===== src/rtl/bs4_pkg.sv =====
package bs4_pkg;
  // Number of full-adder levels in the reduction; sets the output growth.
  localparam int unsigned LEVELS = 3;
  // Leading digits inspected by the sign estimate.
  localparam int unsigned SIGN_DIGITS = 3;
endpackage


===== src/rtl/bs4_fa_row.sv =====
// A row of independent full adders. Inverting Y and/or Z turns the row
// into the mixed-sign cells used by the borrow-save reduction.
module bs4_fa_row #(
  parameter int unsigned N = 8,
  parameter bit INV_Y = 1'b0,
  parameter bit INV_Z = 1'b0
) (
  input  logic [N-1:0] x,
  input  logic [N-1:0] y,
  input  logic [N-1:0] z,
  output logic [N-1:0] s,
  output logic [N-1:0] c
);
  for (genvar i = 0; i < N; i++) begin : g_cell
    logic yi, zi;
    assign yi   = y[i] ^ INV_Y;
    assign zi   = z[i] ^ INV_Z;
    assign s[i] = x[i] ^ yi ^ zi;
    assign c[i] = (x[i] & yi) | (x[i] & zi) | (yi & zi);
  end
endmodule


===== src/rtl/bs4_sign_est.sv =====
// Sign of the signed-digit value formed by the K leading digits.
module bs4_sign_est #(
  parameter int unsigned K = 3
) (
  input  logic [K-1:0] dig_pos,
  input  logic [K-1:0] dig_neg,
  output logic         negative
);
  int acc;
  always_comb begin
    acc = 0;
    for (int k = 0; k < K; k++) begin
      acc = acc + ((int'(dig_pos[k]) - int'(dig_neg[k])) <<< k);
    end
    negative = (acc < 0);
  end
endmodule


===== src/rtl/bs4_to_tc.sv =====
// Exact conversion of a borrow-save word: positive vector minus negative.
module bs4_to_tc #(
  parameter int unsigned OW = 19
) (
  input  logic [OW-1:0] dig_pos,
  input  logic [OW-1:0] dig_neg,
  output logic [OW-1:0] value
);
  assign value = dig_pos - dig_neg;
endmodule


===== src/rtl/bs4_adder.sv =====
module bs4_adder
  import bs4_pkg::*;
#(
  parameter int unsigned W = 16,
  localparam int unsigned OW = W + LEVELS
) (
  input  logic          clk,
  input  logic          rst,
  input  logic          in_valid,
  input  logic [W-1:0]  a_pos,
  input  logic [W-1:0]  a_neg,
  input  logic [W-1:0]  b_pos,
  input  logic [W-1:0]  b_neg,
  input  logic [W-1:0]  c_tc,
  input  logic [W-1:0]  d_tc,
  output logic [OW-1:0] sum_pos,
  output logic [OW-1:0] sum_neg,
  output logic          sign_est,
  output logic [OW-1:0] sum_tc
);
  // The weight of a two's-complement sign bit is negative. Flipping it makes
  // every bit positive and leaves a constant -2^(W-1) per operand. The two
  // constants combine into one negative unit at column W.
  logic [W-1:0] c_adj, d_adj;
  assign c_adj = {~c_tc[W-1], c_tc[W-2:0]};
  assign d_adj = {~d_tc[W-1], d_tc[W-2:0]};

  // Level 1: two (+,+,-) rows over W columns.
  logic [W-1:0] sa, ca, sb, cb;
  bs4_fa_row #(.N(W), .INV_Y(1'b0), .INV_Z(1'b1)) u_l1a (
    .x(a_pos), .y(b_pos), .z(a_neg), .s(sa), .c(ca));
  bs4_fa_row #(.N(W), .INV_Y(1'b0), .INV_Z(1'b1)) u_l1b (
    .x(c_adj), .y(d_adj), .z(b_neg), .s(sb), .c(cb));

  logic [W:0]   l1_pa, l1_pb, l1_na;
  logic [W-1:0] l1_nb;
  assign l1_pa = {ca, 1'b0};
  assign l1_pb = {cb, 1'b0};
  assign l1_na = {1'b1, ~sa};   // top bit: the folded sign-bit constant
  assign l1_nb = ~sb;

  // Level 2: one (+,+,-) row over W+1 columns.
  logic [W:0] s2, c2;
  bs4_fa_row #(.N(W+1), .INV_Y(1'b0), .INV_Z(1'b1)) u_l2 (
    .x(l1_pa), .y(l1_pb), .z(l1_na), .s(s2), .c(c2));

  logic [W+1:0] l2_p, l2_n, l1_nb_x;
  assign l2_p    = {c2, 1'b0};
  assign l2_n    = {1'b0, ~s2};
  assign l1_nb_x = {2'b00, l1_nb};

  // Level 3: one (+,-,-) row over W+2 columns.
  logic [W+1:0] s3, c3;
  bs4_fa_row #(.N(W+2), .INV_Y(1'b1), .INV_Z(1'b1)) u_l3 (
    .x(l2_p), .y(l2_n), .z(l1_nb_x), .s(s3), .c(c3));

  logic [OW-1:0] nxt_pos, nxt_neg;
  assign nxt_pos = {1'b0, s3};
  assign nxt_neg = {~c3, 1'b0};

  logic nxt_sign;
  bs4_sign_est #(.K(SIGN_DIGITS)) u_sign (
    .dig_pos(nxt_pos[OW-1 -: SIGN_DIGITS]),
    .dig_neg(nxt_neg[OW-1 -: SIGN_DIGITS]),
    .negative(nxt_sign));

  always_ff @(posedge clk) begin
    if (rst) begin
      sum_pos  <= '0;
      sum_neg  <= '0;
      sign_est <= 1'b0;
    end else if (in_valid) begin
      sum_pos  <= nxt_pos;
      sum_neg  <= nxt_neg;
      sign_est <= nxt_sign;
    end
  end

  bs4_to_tc #(.OW(OW)) u_conv (
    .dig_pos(sum_pos), .dig_neg(sum_neg), .value(sum_tc));
endmodule


===== config.mk =====
export PLATFORM = sky130hd
export DESIGN_NAME = bs4_adder
export DESIGN_NICKNAME = d
export VERILOG_FILES = /design/src/rtl/bs4_pkg.sv /design/src/rtl/bs4_fa_row.sv /design/src/rtl/bs4_sign_est.sv /design/src/rtl/bs4_to_tc.sv /design/src/rtl/bs4_adder.sv
export SDC_FILE = /design/constraint.sdc
export NUM_CORES = 1
export LEC_CHECK = 0
export BUFFER_PORTS_ARGS = -buffer_cell sky130_fd_sc_hd__buf_2
export CAP_MARGIN = 5
export CELL_PAD_IN_SITES_DETAIL_PLACEMENT = 0
export CELL_PAD_IN_SITES_GLOBAL_PLACEMENT = 1
export CORE_MARGIN = 10
export CORE_UTILIZATION = 41
export DETAILED_ROUTE_END_ITERATION = 10
export GPL_TIMING_DRIVEN = 0
export PLACE_DENSITY = 0.95
export SYNTH_ARGS = -nofsm -noshare
export SYNTH_HDL_FRONTEND = slang
export SYNTH_HIERARCHICAL = 1
export SYNTH_SLANG_ARGS = --single-unit

===== constraint.sdc =====
create_clock -name clk -period 11 [get_ports clk]
set_clock_uncertainty 0.05 [all_clocks]
set_input_delay 0.55 -clock clk [delete_from_list [all_inputs] [get_ports clk]]
set_output_delay 0.55 -clock clk [all_outputs]
set_load 0.005 [all_outputs]

==> flow_metrics.tcl <==
set metrics [dict create \
    p_int_mw 0.526 \
    hold_viol_final 0 \
    cp.required_ps 11110 \
    whs_ps 437 \
    boundaryPins 157 \
    pwr-share-seq 0.190 \
    synthFlopType "dfxtp_1" \
    cp.buffers_inverters 9 \
    finalNetCount 1011 \
    grtUsageTotal 0.139 \
    period_share 0.343 \
    start_kind "input pin" \
    layout_commonest_cell "inv_1" \
    synth.distinct_cells 48 \
    cap_violations 0 \
    cts_tree "built" \
    crit_family "adder cells" \
    tns_ps 0 \
    num_antenna_cells 0 \
    cp_slowest_cell "fa_1" \
    crit_chain "buf_2 > inv_1 > inv_1 > fa_1 > inv_1 > inv_1 > fa_1 > inv_1 > inv_1 > inv_1 > fa_1 > nand2b_4 > inv_2 > fa_1 > ha_1 > a31oi_4 > xnor2_1 > mux2i_1 > nor2_1" \
    min_path_type "flop to flop" \
    synthCells 652 \
    avgSynthCellArea_um2 7.69 \
    antenna_found_initial 0 \
    grt_pass1_wl_um 19400 \
    fin_util 0.510 \
    synth_edf_count 0 \
    die_h_um 131 \
    synth-async-reset-ratio 0 \
    setup_violations 0 \
    slowest_delay_ps 560 \
    ys_ff_latch 37 \
    arrival_ps 3890 \
    postCtsHoldBufs 0 \
    core-area_um2 12000 \
    worst_pin_slew_ps 550 \
    first_pass_iters 4 \
    die_x_um 131 \
    p_sw_frac 0.445 \
    num_rows 40 \
    cts.repair.resized 0 \
    slew_viol_final 0 \
    clk_latency_ps 270 \
    grt_start_max_net_pins 11 \
    syn2layout_area_growth_pct 22.3 \
    timing.final.ws_setup_ps 7230 \
    rsz0062_at_grt "no" \
    clk_path_buf_depth 2 \
    vias 4118 \
    grt_remaining_overflow 0 \
    drive_gt1_frac 0.230 \
    htreeDepth 2 \
    vdd.ir_drop.worst_uv 72.2 \
    seqCellArea_um2 741 \
    root_buffer "clkbuf_16" \
    endpoint_kind "flop" \
    multi_input_area_um2 2970 \
    clock_power_share 0.143 \
    wl_per_cell_um 11.8 \
    relSlewSlack 0.629 \
    finalWeightedCongestion 0.840 \
    pwr_density_cell_nw_per_um2 155 \
    dp_hpwl_um 10100 \
    fillers 1216 \
    post_cts_buffers 0 \
    min_period_ps 3770 \
    fin_cells 969 \
    port_buffers 152 \
    fmax_ghz 0.265 \
    p_leak_nw 3.91 \
    placed_cells 961 \
    cts_sinks 37 \
    ant_nets 0 \
    drc 0 \
    syn_area_um2 5010 \
    finalWirelength_um 11500 \
    final_cell_mix "313 x inv_1, 158 x buf_2, 70 x fa_1" \
    critPathKind "input pin to flop" \
    grt_pass1_vias 4361 \
    path_clk_slew_ps 50 \
    tritoncts.num_buffers 5 \
    dieArea_um2 17000 \
    initial_core_util 0.417 \
    p_switching_mw 0.422 \
    ys_warn_count 6 \
    path_common_cell "inv_1" \
    first_iter_violations 150 \
    p_comb_frac 0.667 \
    yosysSeqAreaShare 0.148 \
    vias_per_cell 4.25 \
    status "complete, no violations" \
    post-place-ws_ps 6900 \
    path_max_fanout 2 \
]
sequential cells by signal, indices dropped and copies added (netlist names):
signal    count
sum_pos      18
sign_est      1
sum_neg      18
worst min-delay path: stages, from the launching register on:
cell      delay, ps
dfxtp_1         310
nor2_1           80
a211oi_1         50
per-layer routing:
| layer | vias up | track usage | part of all wire |
|---|---|---|---|
| met4 | 0 | 0.0196 | 0.0044 |
| met5 | - | 0 | 0 |
| li1 | 2130 | - | - |
| met1 | 1886 | 0.168 | 0.43 |
| met2 | 97 | 0.241 | 0.48 |
| met3 | 5 | 0.0443 | 0.083 |
metrics by stage:
step / cell area (um2) / total power [mW]
6_report: 6130 / 0.948
5_1_grt: 6130 / 1.06
4_1_cts: 6130 / 0.963
3_5_place_dp: 5990 / 0.823
3_3_place_gp: 5990 / 0.814
2_1_floorplan: 5050 / 0.607
logic make-up (layout without fill, tap and decap cells):
logic type,count (synthesis),in the layout,synth area share
AOI/OAI and AO/OA,70,70,0.106
and+or+nand+nor,83,83,0.0767
buffers and inverters,332,492,0.266
adders and majority gates,91,91,0.332
other,2,12,0.00150
DFF,37,37,0.148
xor gates and xnor gates,18,18,0.0315
muxes,19,19,0.0380
path summary, 6_finish.rpt:
kind                             startpoint           to  slack, ps  cells after the start
worst min-delay path             sum_neg[8]   sum_neg[8]        440                      2
worst max register to register  sum_neg[16]  sum_neg[16]      10270                      2
worst min register to register   sum_neg[8]   sum_neg[8]        440                      2
worst max-delay path               d_tc[15]     sign_est       7230                     19
final cells by class:
cell class,instances,share of cell area
inverters,314,0.192
well taps,147,0.0300
plain buffers,18,0.0253
flip-flops and latches,37,0.121
clock buffers,8,0.0222
multi-input cells,293,0.485
repair buffers,152,0.124
synth_stat cells, types with 3 or more instances:
library cell / count / area, um2
inv_1: 313 / 1170
fa_1: 70 / 1400
nor2_1: 46 / 173
dfxtp_1: 37 / 741
ha_1: 21 / 263
mux2i_1: 19 / 190
a21oi_1: 18 / 90.1
nand2_1: 14 / 52.6
xnor2_1: 12 / 105
a211oi_1: 11 / 82.6
o21ai_0: 9 / 45.0
a211oi_2: 7 / 87.6
buf_2: 6 / 30.0
o21a_1: 6 / 45.0
xor2_1: 6 / 52.6
buf_4: 5 / 37.5
nand3_1: 5 / 25.0
a21o_1: 3 / 22.5
buf_6: 3 / 33.8
nor3_1: 3 / 15.0
o31ai_1: 3 / 22.5
power by group through the flow:
stage          clock network [mW]  logic (mW)  registers [mW]
6_report                    0.136       0.632           0.180
4_1_cts                     0.138       0.644           0.180
3_3_place_gp                    0       0.632           0.182
5_1_grt                     0.142       0.732           0.184
3_5_place_dp                    0       0.640           0.183
2_1_floorplan                   0       0.424           0.182
Note: power is estimated with default switching activity, not from simulation.
